[src/rtl/sod_pkg.sv]
// Shared types and the one-bit serial arithmetic step.
// Assumes operands arrive least significant bit first.
package sod_pkg;
    typedef struct packed {
        logic r;    // result bit
        logic bw;   // borrow out of B - A
        logic c;    // carry out of (B - A) + K
    } sod_step_t;

    // Compute one bit position of (B - A) + K.
    function automatic sod_step_t sod_step(input logic a, input logic b,
                                           input logic k, input logic bw_in,
                                           input logic c_in);
        sod_step_t s;
        logic d;
        d    = b ^ a ^ bw_in;
        s.bw = (~b & a) | (~(b ^ a) & bw_in);
        s.r  = d ^ k ^ c_in;
        s.c  = (d & k) | (c_in & (d ^ k));
        return s;
    endfunction
endpackage

[src/rtl/sod_bit_alu.sv]
// Serial subtract-then-add unit with its borrow and carry flip-flops.
// Assumes the caller marks bit 0 (first) and the most significant bit (last)
// of each word; the flags read as zero on the first bit of every word.
module sod_bit_alu (
    input  logic clk,
    input  logic rst_n,
    input  logic step,
    input  logic first,
    input  logic last,
    input  logic a_bit,
    input  logic b_bit,
    input  logic k_bit,
    output logic r_bit,
    output logic blank_pend
);
    import sod_pkg::*;

    logic      bw_q, c_q;
    logic      bw_in, c_in;
    sod_step_t res;

    // Select the incoming flags, forcing zero at the start of a word.
    always_comb begin
        bw_in = first ? 1'b0 : bw_q;
        c_in  = first ? 1'b0 : c_q;
        res   = sod_step(a_bit, b_bit, k_bit, bw_in, c_in);
        r_bit = res.r;
    end

    // Register the flags each step and capture the off-screen verdict at the MSB.
    always_ff @(posedge clk) begin
        if (!rst_n) begin
            bw_q       <= 1'b0;
            c_q        <= 1'b0;
            blank_pend <= 1'b0;
        end else if (step) begin
            bw_q <= res.bw;
            c_q  <= res.c;
            if (last)
                blank_pend <= res.bw | res.c;
        end
    end

    // on bit 0 the result bit depends only on the three operand bits.
    a_r4_first_clear: assert property (@(posedge clk) disable iff (!rst_n)
        (step && first) |-> (r_bit == (a_bit ^ b_bit ^ k_bit)));
endmodule

[src/rtl/sod_shift_reg.sv]
// Shared word register: right shift for loading and calculation, left shift for unload.
// Assumes at most one of the mode inputs is acted on per cycle; unload has top priority.
module sod_shift_reg #(
    parameter int W = 8
) (
    input  logic         clk,
    input  logic         rst_n,
    input  logic         load,
    input  logic         load_bit,
    input  logic         calc,
    input  logic         calc_bit,
    input  logic         unload,
    output logic         lsb,
    output logic         msb
);
    logic [W-1:0] sr;

    // Shift according to the active mode.
    always_ff @(posedge clk) begin
        if (!rst_n)
            sr <= '0;
        else if (unload)
            sr <= {sr[W-2:0], 1'b0};
        else if (calc)
            sr <= {calc_bit, sr[W-1:1]};
        else if (load)
            sr <= {load_bit, sr[W-1:1]};
    end

    assign lsb = sr[0];
    assign msb = sr[W-1];

    // a loaded bit appears at the top end on the next cycle.
    a_r1_load_entry: assert property (@(posedge clk) disable iff (!rst_n)
        (load && !calc && !unload) |=> (msb == $past(load_bit)));
endmodule

[src/rtl/serial_offset_diff.sv]
// Top level: sequences bit positions, unload and the display latch.
// Assumes the a_vld, calc_vld and sync requests do not overlap in normal use.
module serial_offset_diff #(
    parameter int W = 8
) (
    input  logic         clk,
    input  logic         rst_n,
    input  logic         a_vld,
    input  logic         a_bit,
    input  logic         calc_vld,
    input  logic         b_bit,
    input  logic         k_bit,
    input  logic         sync,
    input  logic         dsp_en,
    output logic         ser_out,
    output logic         ser_vld,
    output logic [W-1:0] disp_q,
    output logic         blank_q
);
    localparam int CW = $clog2(W);
    localparam int UW = $clog2(W + 1);

    logic [CW-1:0] bcnt;
    logic [UW-1:0] ucnt;
    logic          busy, en_cap;
    logic          calc_step, load_step, first, last;
    logic          lsb, msb, r_bit, blank_pend;
    logic [W-1:0]  stage;

    assign busy      = (ucnt != '0);
    assign calc_step = calc_vld & ~busy;
    assign load_step = a_vld & ~busy & ~calc_vld;
    assign first     = (bcnt == '0);
    assign last      = (bcnt == CW'(W - 1));
    assign ser_out   = msb;
    assign ser_vld   = busy;

    sod_bit_alu u_alu (
        .clk(clk), .rst_n(rst_n), .step(calc_step), .first(first), .last(last),
        .a_bit(lsb), .b_bit(b_bit), .k_bit(k_bit),
        .r_bit(r_bit), .blank_pend(blank_pend)
    );

    sod_shift_reg #(.W(W)) u_sr (
        .clk(clk), .rst_n(rst_n), .load(load_step), .load_bit(a_bit),
        .calc(calc_step), .calc_bit(r_bit), .unload(busy),
        .lsb(lsb), .msb(msb)
    );

    // Count bit positions within a word, wrapping after the MSB.
    always_ff @(posedge clk) begin
        if (!rst_n)
            bcnt <= '0;
        else if (calc_step)
            bcnt <= last ? '0 : bcnt + 1'b1;
    end

    // Run the unload window and capture display-enable at sync.
    always_ff @(posedge clk) begin
        if (!rst_n) begin
            ucnt   <= '0;
            en_cap <= 1'b0;
        end else if (busy) begin
            ucnt <= ucnt - 1'b1;
        end else if (sync) begin
            ucnt   <= UW'(W);
            en_cap <= dsp_en;
        end
    end

    // Assemble the unloaded word and transfer it to the display latch.
    always_ff @(posedge clk) begin
        if (!rst_n) begin
            stage   <= '0;
            disp_q  <= '0;
            blank_q <= 1'b0;
        end else if (busy) begin
            stage <= {stage[W-2:0], msb};
            if (ucnt == UW'(1) && en_cap) begin
                disp_q  <= {stage[W-2:0], msb};
                blank_q <= blank_pend;
            end
        end
    end

    // the bit counter restarts after the most significant position.
    a_r2_word_wrap: assert property (@(posedge clk) disable iff (!rst_n)
        (calc_step && last) |=> (bcnt == '0));
    // an unload window opens with the full word count.
    a_r6_window_len: assert property (@(posedge clk) disable iff (!rst_n)
        $rose(ser_vld) |-> (ucnt == UW'(W)));
    // the latch and blank flag hold outside an enabled final unload cycle.
    a_r7_latch_hold: assert property (@(posedge clk) disable iff (!rst_n)
        !(busy && ucnt == UW'(1) && en_cap) |=> $stable({disp_q, blank_q}));
endmodule

[config.mk]
export PLATFORM = sky130hd
export DESIGN_NAME = serial_offset_diff
export DESIGN_NICKNAME = d
export VERILOG_FILES = /design/src/rtl/sod_pkg.sv /design/src/rtl/sod_bit_alu.sv /design/src/rtl/sod_shift_reg.sv /design/src/rtl/serial_offset_diff.sv
export SDC_FILE = /design/constraint.sdc
export NUM_CORES = 1
export LEC_CHECK = 0
export ABC_AREA = 1
export BUFFER_PORTS_ARGS = -buffer_cell sky130_fd_sc_hd__buf_2
export CAP_MARGIN = 20
export CORE_MARGIN = 1
export CORE_UTILIZATION = 55
export CTS_BUF_LIST = sky130_fd_sc_hd__clkbuf_4 sky130_fd_sc_hd__clkbuf_8
export DETAILED_ROUTE_END_ITERATION = 16
export GPL_ROUTABILITY_DRIVEN = 0
export PLACE_DENSITY = 0.76
export SKIP_CTS_REPAIR_TIMING = 1
export SLEW_MARGIN = 40
export SYNTH_ARGS = -nofsm -noshare
export SYNTH_HDL_FRONTEND = slang
export SYNTH_SLANG_ARGS = --single-unit
[constraint.sdc]
create_clock -name clk -period 2.7 [get_ports clk]
set_clock_uncertainty 0.1 [all_clocks]
set_input_delay 0.27 -clock clk [delete_from_list [all_inputs] [get_ports clk]]
set_output_delay 0.27 -clock clk [all_outputs]
set_load 0.02 [all_outputs]
==> results.json <==
{
  "slew_headroom_pct": 67.5,
  "synth_area_leaders": "dfxtp_1, nand2_1, nor2_1",
  "rows": 19,
  "grt_max_degree": 26,
  "mostFrequentLayoutCells": "nand2_1, nor2_1, dfxtp_1, inv_1, buf_2",
  "drc": 0,
  "setup_viol": 0,
  "final_util_pct": 63.4,
  "hold_violations": 0,
  "place_hpwl_um": 1910,
  "fin_crit_ns": 2.21,
  "clk_latency_ns": 0.34,
  "start_kind": "register",
  "fin_nets": 250,
  "internal_power_mw": 1.03,
  "hp-start": "dsp_en",
  "syn-cell-area_um2": 1600,
  "antenna_found_initial": 0,
  "num_io_pins": 20,
  "die_w_um": 55.9,
  "tightestPinTransition_ns": 0.487,
  "finalWorstSetupSlack_ns": 0.493,
  "grt_first_pass_wirelength_um": 5010,
  "pwr-share-seq_pct": 39.3,
  "cts_tree": "yes",
  "cp_data_arrival_time_ns": 2.35,
  "first_global_vias": 1170,
  "die-area_um2": 3120,
  "r2r_start": "bcnt[0]$_SDFFE_PN0N_",
  "fmax_ghz": 0.453,
  "layout-drive-gt1-share_pct": 16.9,
  "netSwitchingFraction_pct": 43.0,
  "h-tree-depth": 2,
  "first_pass_iters": 4,
  "rsz0062_at_grt": "no",
  "fillerInstances": 265,
  "overflow": 0,
  "detail-route-antenna-nets": 0,
  "p_comb_share_pct": 42.2,
  "r2r_setup_slack_ns": 0.49,
  "r2r_end": "u_sr.sr[7]$_SDFFE_PN0P_",
  "via_per_inst": 4.92,
  "start_util_pct": 57.8,
  "multi_input_area_um2": 726,
  "cap_violations": 0,
  "grt_usage_pct": 20.8,
  "port_buffers": 19,
  "netlist.area_leader.share_pct": 43.9,
  "crit_type": "reg2reg",
  "register_area_um2": 701,
  "synth_cell_type_count": 22,
  "finalSetupTns_ns": 0,
  "core-area_um2": 2760,
  "die_y_um": 55.9,
  "end_kind": "register",
  "yosys.area.top_type": "dfxtp_1",
  "ys_seq_elements": 35,
  "status": "complete, no violations",
  "power.share.clock_pct": 18.5,
  "cts_buffers": 5,
  "synthCells": 217,
  "maxSlewViolCount": 0,
  "syn_nets": 231,
  "seq_area_frac_synth_pct": 43.9,
  "wirelength_um": 2840,
  "vias": 1319,
  "syn_avg_cell_area_um2": 7.35,
  "vdd_drop_max_v": 0.000834,
  "p_leak_nw": 0.784,
  "drt_iter0_drc": 88,
  "cts-root-buf": "clkbuf_4",
  "whs_path_depth": 3,
  "hold_path_end": "en_cap$_SDFFE_PN0P_",
  "worstPathRequired_ns": 2.84,
  "antenna_cells": 0,
  "clockBufferDepth": 2,
  "power.total_mw": 1.81,
  "final_common_cell": "nand2_1",
  "critPathMaxFanout": 4,
  "avgRoutedWirePerCell_um": 10.6,
  "worst_r2r_path_depth": 10,
  "cts.sinks": 35,
  "clkSlewWorstSetupHoldPaths_ns": 0.10,
  "hold_path_class": "in2reg",
  "yosys_warnings": 0,
  "p_sw_mw": 0.779,
  "powerDensity_nw_per_um2": 1040,
  "pre_cts_ws_ns": 0.487,
  "syn_to_final_growth_pct": 9.65,
  "period_share_pct": 81.7
}
[logic make-up (layout without fill, tap and decap cells)]
group	Yosys count	in the layout	share of synthesized area [%]
simple gates	104	104	28.5
flops	35	35	43.9
buf+inv	37	57	10.6
fa+ha+maj	5	5	4.86
compound gates	36	36	12.1
[critical path, stage by stage, from the launching register on]
cell and delay [ns]:
dfxtp_1 0.37, inv_1 0.05, ha_1 0.20, nand2_1 0.07, nand2_1 0.06, fa_1 0.51, fa_1 0.43, nand2_1 0.08
nand2_1 0.05, o21ai_1 0.13, a21oi_2 0.06
[worst max path at each step]
stage                                    start                       to  slack (ns)  cells past startpoint
after CTS                 bcnt[0]$_SDFFE_PN0N_  u_sr.sr[7]$_SDFFE_PN0P_        0.47                     10
final                     bcnt[0]$_SDFFE_PN0N_  u_sr.sr[7]$_SDFFE_PN0P_        0.49                     10
after global routing      bcnt[0]$_SDFFE_PN0N_  u_sr.sr[7]$_SDFFE_PN0P_        0.34                     10
after floorplan           bcnt[0]$_SDFFE_PN0N_  u_sr.sr[7]$_SDFFE_PN0P_        0.58                     10
after detailed placement  bcnt[0]$_SDFFE_PN0N_  u_sr.sr[7]$_SDFFE_PN0P_        0.49                     10
after global placement    bcnt[0]$_SDFFE_PN0N_  u_sr.sr[7]$_SDFFE_PN0P_        0.54                     10
[area by class of cell]
type,count,area share (%)
clock buffer,8,4.15
inverter,29,6.22
multi-input combinational,145,41.5
sequential,35,40.1
tap,31,2.22
timing repair buffer,20,5.87
[cells in the mapped netlist]
cell type,number
inv_1,27
nand2_2,2
nor2_4,3
nand3_1,10
buf_6,3
buf_1,1
nand2_4,2
a21oi_2,1
a21oi_1,14
fa_1,2
nor2_2,2
o22ai_1,7
buf_2,3
o21ai_0,7
dfxtp_1,35
ha_1,3
nand4_1,2
nand2_1,47
buf_4,1
inv_2,2
o21ai_1,7
nor2_1,36
[power groups by stage]
stage / clock network, mW / registers, mW / logic, mW
2_1_floorplan: 0 / 0.726 / 0.643
3_3_place_gp: 0 / 0.718 / 0.759
3_5_place_dp: 0 / 0.720 / 0.768
4_1_cts: 0.342 / 0.711 / 0.769
5_1_grt: 0.366 / 0.728 / 0.882
6_report: 0.336 / 0.712 / 0.765
[metal layers]
metal | wire length (µm) | track usage, % | vias up
met1 | 1430 | 25.9 | 579
met2 | 1270 | 33.4 | 17
met3 | 83 | 4.88 | 7
met4 | 65 | 11.5 | 0
li1 | - | - | 716
met5 | 0 | 0 | -
[metrics by stage]
stage | instances | area, µm² | hold WS [ns]
2_1_floorplan | 217 | 1600 | 0.333
3_3_place_gp | 260 | 1680 | 0.355
3_5_place_dp | 260 | 1680 | 0.362
4_1_cts | 268 | 1750 | 0.0901
5_1_grt | 268 | 1750 | 0.110
6_report | 268 | 1750 | 0.0953
[state kept, by name, indices dropped and copies added (netlist names), 3 cells and up]
| signal | flops |
|---|---|
| disp_q | 8 |
| u_sr.sr | 8 |
| stage | 7 |
| ucnt | 4 |
| bcnt | 3 |
No activity file was read; power rests on OpenSTA's default activity.
